### src/rtl/vfir_pkg.sv
package vfir_pkg;
  // Bits needed for a signed sum of taps products (unsigned pixel, signed weight)
  function automatic int acc_width(int pix_w, int coef_w, int taps);
    return pix_w + coef_w + 1 + $clog2(taps);
  endfunction

  // Index width that never collapses to zero
  function automatic int idx_width(int n);
    return (n < 2) ? 1 : $clog2(n);
  endfunction
endpackage

### src/rtl/vfir_raster.sv
module vfir_raster #(
  parameter int WIDTH  = 64,
  parameter int HEIGHT = 48,
  parameter int TAPS   = 5,
  parameter int COL_W  = 6,
  parameter int ROW_W  = 6
) (
  input  logic             clk,
  input  logic             rst,
  input  logic             step,
  output logic [COL_W-1:0] col,
  output logic [ROW_W-1:0] row,
  output logic             warm,
  output logic             last
);
  logic col_end;
  assign col_end = (col == COL_W'(WIDTH - 1));
  assign last    = col_end && (row == ROW_W'(HEIGHT - 1));
  assign warm    = (row < ROW_W'(TAPS - 1));

  always_ff @(posedge clk) begin
    if (rst) begin
      col <= '0;
      row <= '0;
    end else if (step) begin
      if (col_end) begin
        col <= '0;
        row <= last ? '0 : row + ROW_W'(1);
      end else begin
        col <= col + COL_W'(1);
      end
    end
  end


  frame_wrap_chk: assert property (@(posedge clk) disable iff (rst)
    (step && last) |=> (row == '0 && col == '0));


  col_advance_chk: assert property (@(posedge clk) disable iff (rst)
    (step && !col_end) |=> (col == $past(col) + COL_W'(1) && row == $past(row)));
endmodule

### src/rtl/vfir_linebuf.sv
module vfir_linebuf #(
  parameter int PIX_W = 8,
  parameter int WIDTH = 64,
  parameter int TAPS  = 5,
  parameter int COL_W = 6
) (
  input  logic                  clk,
  input  logic                  we,
  input  logic [COL_W-1:0]      col,
  input  logic [PIX_W-1:0]      din,
  output logic [TAPS*PIX_W-1:0] win_flat
);
  localparam int LINES = TAPS - 1;

  // chain[t] is the window value for tap t; the live pixel closes the chain
  logic [PIX_W-1:0] chain [TAPS];
  assign chain[LINES] = din;

  for (genvar g = 0; g < LINES; g++) begin : g_line
    logic [PIX_W-1:0] mem [WIDTH];
    assign chain[g] = mem[col];
    // read-before-write: the old entry feeds tap g while tap g+1 replaces it
    always_ff @(posedge clk) begin
      if (we) mem[col] <= chain[g + 1];
    end
  end

  for (genvar t = 0; t < TAPS; t++) begin : g_win
    assign win_flat[t*PIX_W +: PIX_W] = chain[t];
  end
endmodule

### src/rtl/vfir_mac.sv
module vfir_mac #(
  parameter int PIX_W  = 8,
  parameter int COEF_W = 8,
  parameter int TAPS   = 5,
  parameter int ACC_W  = 20
) (
  input  logic [TAPS*PIX_W-1:0]  win_flat,
  input  logic [TAPS*COEF_W-1:0] coef_flat,
  output logic [ACC_W-1:0]       sum
);
  localparam int PROD_W = PIX_W + COEF_W + 1;
  localparam int EXT_W  = ACC_W - PROD_W;

  logic signed [PROD_W-1:0] prod [TAPS];

  for (genvar t = 0; t < TAPS; t++) begin : g_tap
    logic signed [PIX_W:0]    pix_s;
    logic signed [COEF_W-1:0] coef_s;
    assign pix_s   = $signed({1'b0, win_flat[t*PIX_W +: PIX_W]});
    assign coef_s  = $signed(coef_flat[t*COEF_W +: COEF_W]);
    assign prod[t] = PROD_W'(pix_s * coef_s);
  end

  always_comb begin
    sum = '0;
    for (int t = 0; t < TAPS; t++) begin
      sum = sum + {{EXT_W{prod[t][PROD_W-1]}}, prod[t]};
    end
  end
endmodule

### src/rtl/column_fir_stream.sv
module column_fir_stream import vfir_pkg::*; #(
  parameter int PIX_W  = 8,
  parameter int COEF_W = 8,
  parameter int TAPS   = 5,
  parameter int WIDTH  = 64,
  parameter int HEIGHT = 48,
  parameter int ACC_W  = acc_width(PIX_W, COEF_W, TAPS)
) (
  input  logic                   clk,
  input  logic                   rst,
  input  logic [TAPS*COEF_W-1:0] coef_flat,
  input  logic                   in_valid,
  output logic                   in_ready,
  input  logic [PIX_W-1:0]       in_data,
  output logic                   out_valid,
  input  logic                   out_ready,
  output logic [ACC_W-1:0]       out_data
);
  localparam int COL_W = idx_width(WIDTH);
  localparam int ROW_W = idx_width(HEIGHT);

  logic [COL_W-1:0]      col;
  logic [ROW_W-1:0]      row;
  logic                  warm, last, accept, out_free;
  logic [TAPS*PIX_W-1:0] win_flat;
  logic [ACC_W-1:0]      sum;

  assign out_free = !out_valid || out_ready;
  assign in_ready = out_free || warm;
  assign accept   = in_valid && in_ready;

  vfir_raster #(.WIDTH(WIDTH), .HEIGHT(HEIGHT), .TAPS(TAPS),
                .COL_W(COL_W), .ROW_W(ROW_W)) u_raster (
    .clk(clk), .rst(rst), .step(accept),
    .col(col), .row(row), .warm(warm), .last(last)
  );

  vfir_linebuf #(.PIX_W(PIX_W), .WIDTH(WIDTH), .TAPS(TAPS), .COL_W(COL_W)) u_lines (
    .clk(clk), .we(accept), .col(col), .din(in_data), .win_flat(win_flat)
  );

  vfir_mac #(.PIX_W(PIX_W), .COEF_W(COEF_W), .TAPS(TAPS), .ACC_W(ACC_W)) u_mac (
    .win_flat(win_flat), .coef_flat(coef_flat), .sum(sum)
  );

  always_ff @(posedge clk) begin
    if (rst) begin
      out_valid <= 1'b0;
      out_data  <= '0;
    end else if (accept && !warm) begin
      out_valid <= 1'b1;
      out_data  <= sum;
    end else if (out_ready) begin
      out_valid <= 1'b0;
    end
  end


  reset_idle_chk: assert property (@(posedge clk) disable iff (rst)
    $past(rst) |-> (!out_valid && in_ready));


  stall_hold_chk: assert property (@(posedge clk) disable iff (rst)
    (out_valid && !out_ready) |=> (out_valid && $stable(out_data)));


  warm_quiet_chk: assert property (@(posedge clk) disable iff (rst)
    (accept && warm && out_ready) |=> !out_valid);


  result_fire_chk: assert property (@(posedge clk) disable iff (rst)
    (accept && !warm) |=> out_valid);
endmodule

### config.mk
export PLATFORM = sky130hd
export DESIGN_NAME = column_fir_stream
export DESIGN_NICKNAME = d
export VERILOG_FILES = /design/src/rtl/vfir_pkg.sv /design/src/rtl/vfir_raster.sv /design/src/rtl/vfir_linebuf.sv /design/src/rtl/vfir_mac.sv /design/src/rtl/column_fir_stream.sv
export SDC_FILE = /design/constraint.sdc
export NUM_CORES = 2
export LEC_CHECK = 0
export BUFFER_PORTS_ARGS = -buffer_cell sky130_fd_sc_hd__buf_2
export CAP_MARGIN = 25
export CORE_MARGIN = 3
export CORE_UTILIZATION = 60
export CTS_BUF_LIST = sky130_fd_sc_hd__clkbuf_16
export DETAILED_ROUTE_END_ITERATION = 7
export PLACE_DENSITY = 0.73
export RECOVER_POWER = 25
export SLEW_MARGIN = 20
export SYNTH_ARGS = -nofsm -noshare
export SYNTH_HDL_FRONTEND = slang
export SYNTH_SLANG_ARGS = --single-unit
### constraint.sdc
create_clock -name clk -period 11.6 [get_ports clk]
set_input_delay 2.32 -clock clk [delete_from_list [all_inputs] [get_ports clk]]
set_output_delay 2.32 -clock clk [all_outputs]
set_load 0.05 [all_outputs]
### After elaboration in Yosys (flattened, before gate mapping)

Memory sizes are Yosys's and may differ from the RTL's. A register that Yosys moved wholly into a read port is not among the register bits.
Index checks and enable logic that the tools add are counted.

* word-level logic and storage cells: 45
* memories: 4
* bits in registers: 33
* input port bits: 52
* memory bits (writable): 2048
* output and inout bits: 22

Memory list
* u_lines.g_line[0].mem: words 64, width 8, read ports 1, clocked after Yosys merged registers in 1, write ports 1, line vfir_linebuf.sv:20 `logic [PIX_W-1:0] mem [WIDTH];`
* u_lines.g_line[1].mem: words 64, width 8, read ports 1, clocked after Yosys merged registers in 1, write ports 1, line vfir_linebuf.sv:20
* u_lines.g_line[2].mem: words 64, width 8, read ports 1, clocked after Yosys merged registers in 1, write ports 1, line vfir_linebuf.sv:20
* u_lines.g_line[3].mem: words 64, width 8, read ports 1, clocked after Yosys merged registers in 1, write ports 1, line vfir_linebuf.sv:20

* multiplexer cells: 14
* add/sub/neg operators: 6
* reduce and logical (&&, ||, !) cells: 9
* magnitude comparators: 1
* equality and inequality tests: 2
* multiply operators: 5

Operators by type and width (count)
* $mul 9x8->17: 5
* $add 20x20->20: 3
* $mux 6: 10
* $add 17x17->18: 1
* $add 6x1->6 const B: 2
* $eq 6x6->1 const B: 2
* $lt 6x3->1 const B: 1
* $mux 1: 4
* $logic_and 1x1->1: 3
* $logic_not 1->1: 2
* $logic_or 1x1->1: 2
* $reduce_and 2->1: 1
* $reduce_bool 2->1: 1

### Logic depth before layout (Yosys ltp)

* depth in word-level cells: 6
* gate-level depth with buffers: 43
* gate-level depth less buffers: 36

### Modules after synthesis

Synthesis repeated with hierarchy kept, for this count alone.

* cell total of the unflattened synthesis: 6004
* area, all modules: 92007.0 um^2

Modules (own cells, without submodules)
* vfir_linebuf: cells each 4360, sequential area each 61499.0 um^2, instances 1, area each 77468.0 um^2
* vfir_mac: cells each 1480, sequential area each 0.0 um^2, instances 1, area each 12933.7 um^2
* column_fir_stream: cells each 93, sequential area each 420.4 um^2, instances 1, area each 974.7 um^2
* vfir_raster: cells each 71, sequential area each 240.2 um^2, instances 1, area each 630.6 um^2

### Least setup slack after synthesis

No wires, ideal clock.

* path type: reg2reg
* start: register (tool-made name)
* end: register out_data[18]
* path slack: 1.129 ns
* clock period less this slack: 10.471 ns
* data required time: 11.483 ns
* library setup time: 0.117 ns
* stages on the path, launching flop included: 36
* buffers on the path: 6
* arrival time: 10.353 ns
* cells stage by stage: dfxtp_1 -> buf_2 -> buf_2 -> buf_2 -> buf_2 -> buf_2 -> nand2_1 -> and3_1 -> clkbuf_1 -> nor2_1 -> nand2_1 -> fa_1 -> fa_1 -> inv_1 -> fa_1 -> fa_1 -> fa_1 -> inv_1 -> fa_1 -> inv_1 -> ha_1 -> o21a_1 -> a21oi_1 -> o21bai_1 -> or4_1 -> and3_1 -> fa_1 -> inv_1 -> fa_1 -> ha_1 -> a211oi_1 -> nor2_1 -> nor4_1 -> o31ai_1 -> or3_1 -> a32o_1

RTL lines
* end signal, assigned: line column_fir_stream.sv:52 `out_data <= sum;`
* end, declared: line column_fir_stream.sv:17 `output logic [ACC_W-1:0] out_data`

==> impl_metrics.py <==
metrics = {
    "grt": {
        "grt_pass1_wl_mm": 346,
        "grt_max_degree": 83,
        "grt_overflow": 0,
        "antenna_found_initial": 12,
        "track_usage_pct": 30.7,
        "grt_pass1_vias": 49300,
    },
    "clocking": {
        "clock_latency_ns": 0.85,
        "cts_root_buf": "clkbuf_16",
        "clock-sinks": 2087,
        "cts_made_buffers": 200,
        "cts_setup_buffers": 0,
        "cts_resized": 0,
        "cts_max_level": 4,
        "tritoncts": "built",
        "cts.reportedPaths.clkPinSlew_ns": 0.06,
        "cts.path.max_buffers": 3,
        "postCtsHoldBufs": 0,
    },
    "sta": {
        "setup_viol": 0,
        "worst_pin_slew_ns": 3.84,
        "relSlewSlack_pct": -156,
        "slew_violations": 1044,
        "max_freq_mhz": 89.7,
        "skew_ns": 0.0455,
        "min_period_ns": 11.15,
        "hold_violations": 0,
        "grt_setup_unrepaired": "no",
        "period_share_pct": 96.1,
        "setup_tns_ns": 0,
    },
    "detailed_routing": {
        "drc": 0,
        "wl_mm": 239,
        "vias_per_cell": 6.59,
        "num_vias": 48800,
        "dr.first_iter.drc_count": 5949,
        "ant_nets": 0,
        "drt_pre_antenna_iters": 6,
        "routedWlPerCell_um": 32.2,
    },
    "flow_run": {
        "cap_violations": 30,
    },
    "synthesis": {
        "synth_seq_area_share_pct": 67.1,
        "syn_area_mm2": 0.0928,
        "ys_ff_latch": 2087,
        "synth_cells": 4939,
        "syn_area_per_cell_um2": 18.8,
        "syn_nets": 5463,
        "synth_warnings": 0,
        "netlist-cell-type-count": 74,
        "synth_edf_count": 2048,
        "synth-main-ff-cell": "edfxtp_1",
        "async_flop_share_pct": 0,
    },
    "die": {
        "dieArea_mm2": 0.159,
        "die_w_um": 399,
        "fp.dieH_um": 399,
        "initial_core_util_pct": 60.7,
        "core_area_mm2": 0.153,
        "row_count": 143,
        "pin_count": 74,
    },
    "critical_path": {
        "slowest_stage": "dfxtp_4",
        "slowest_delay_ns": 0.97,
        "critPathMaxFanout": 33,
        "start_kind": "flop",
        "ff2ff_setup_slack_ns": 0.45,
        "crit_top_cell": "fa_1",
        "r2r.worst_path.cells": 33,
        "cp-end-kind": "flop",
        "required_ns": 12.33,
        "path_class": "reg -> reg",
        "r2r_end": "out_data[16]",
        "critical_path_arrival_ns": 11.88,
        "cp-endpoint": "out_data[16]",
    },
    "final_layout": {
        "layout.nets": 5724,
        "nFillCells": 9875,
        "seq_area_mm2": 0.0623,
        "multi_input_area_mm2": 0.0285,
        "syn_to_final_growth_pct": 10.9,
        "drive_gt1_share_pct": 21.7,
    },
    "hold_path": {
        "hold-path-cell-count": 2,
        "holdCritPathClass": "reg -> reg",
    },
    "placed_design": {
        "buffer_ports.inserted": 73,
        "hpwlAfterDp_mm": 140,
        "gp_congestion": 0.927,
    },
    "run_status": {
        "violations": "max-capacitance violations, max-slew violations",
        "status": "complete, but fails checks",
    },
}
-- critical path, delay by kind of cell (launching register included) --
kind,cells,cell delay [ns]
mux,1,0.52
buf+inv,6,0.61
simple gates,7,1.81
compound gates,9,2.54
fa+ha+maj,10,4.53
flops,1,0.97
-- layout make-up --
type,count,share of cell area [%]
multi-input combinational,2293,27.7
clock inverter,174,1.40
inverter,364,1.33
tap,2030,2.47
antenna,5,0.0122
clock buffer,200,4.86
sequential,2087,60.5
timing repair buffer,254,1.69
-- cell usage after synthesis, types with 18 or more instances --
master | number | area, um2
nand2_1 | 197 | 739
fa_1 | 248 | 4960
xor2_1 | 34 | 298
nand2b_1 | 23 | 144
o21ai_0 | 50 | 250
ha_1 | 224 | 2800
mux2_2 | 42 | 473
a211oi_1 | 27 | 203
a21o_1 | 21 | 158
nor3_1 | 51 | 255
edfxtp_1 | 2048 | 61500
a22oi_1 | 22 | 165
xnor2_1 | 29 | 254
buf_2 | 54 | 270
buf_4 | 23 | 173
a21oi_1 | 72 | 360
clkbuf_1 | 67 | 251
nand3_1 | 38 | 190
mux2i_1 | 103 | 1030
o22ai_1 | 46 | 288
dfxtp_1 | 39 | 781
buf_6 | 33 | 372
inv_1 | 363 | 1360
and3_1 | 18 | 113
nor2b_1 | 33 | 206
and2_1 | 145 | 907
mux4_2 | 533 | 12000
nor2_1 | 146 | 548
-- registers in the layout, summed over array words and instances, names as in the netlist, named ones only --
register	cells
u_lines.g_line.mem	2048
u_raster.col	6
out_valid	1
out_data	20
u_raster.row	6
-- through the flow --
stage          hold WS [ns]  instance area, um2  setup WS (ns)  instances  util (%)
6_report              0.452              103000          0.454       7407      67.4
5_1_grt               0.473              103000         0.0202       7404      67.3
4_1_cts               0.449              103000          0.546       7402      67.5
3_5_place_dp          0.443               96700          0.566       7028      63.3
3_3_place_gp          0.439               96700          0.672       7026      63.3
2_1_floorplan         0.466               92800           1.13       4939         -
-- routing by layer --
| layer | GRT usage (%) | wire [um] |
|---|---|---|
| met1 | 42.7 | 88000 |
| met2 | 48.9 | 116000 |
| met3 | 6.31 | 24900 |
| met4 | 11.3 | 9640 |
| met5 | 0 | 0 |
-- logic make-up (layout without fill, tap and decap cells) --
| family | Yosys count | in the layout | share of synthesized area (%) |
|---|---|---|---|
| buffers and inverters | 559 | 992 | 2.72 |
| other | 0 | 5 | 0 |
| AO/OA/AOI/OAI | 375 | 375 | 2.93 |
| AND/OR/NAND/NOR | 705 | 705 | 3.73 |
| adder cells (fa/ha/maj) | 472 | 472 | 8.37 |
| flip-flops | 2087 | 2087 | 67.1 |
| XOR/XNOR | 63 | 63 | 0.595 |
| multiplexers | 678 | 678 | 14.6 |
-- worst min path at each step --
stage / start / end / slack [ns]
floorplan: u_raster.row[1] / u_raster.row[1] / 0.47
global placement: out_data[5] / out_data[5] / 0.44
detailed placement: out_data[5] / out_data[5] / 0.44
CTS: out_data[5] / out_data[5] / 0.45
global route: out_data[1] / out_data[1] / 0.47
finish: out_data[1] / out_data[1] / 0.45
-- cell usage in the layout, fill, tap and decap left out, drive strengths merged, types with 7 or more instances in the layout --
master and count:
buf 202, ha 224, mux2 42, clkbuf 252, a31o 7, nand2 197, a22oi 22, a21o 21
inv 419, nand3 39, a2111oi 8, a22o 9, clkinv 98, mux2i 103, fa 248, o211ai 14
o21ai 55, a31oi 17, nand2b 23, nor2 147, a211oi 29, edfxtp 2048, a221oi 13, dfxtp 39
nor3 51, or3 14, o22ai 50, xor2 34, xnor2 29, bufinv 15, mux4 533, nor4 8
a21oi 76, or2 10, nor2b 33, and2 145, and3 18
Power is left out: the tool's default activity adds up to more than one toggle a clock period on the data nets, which glitch-free logic cannot reach.
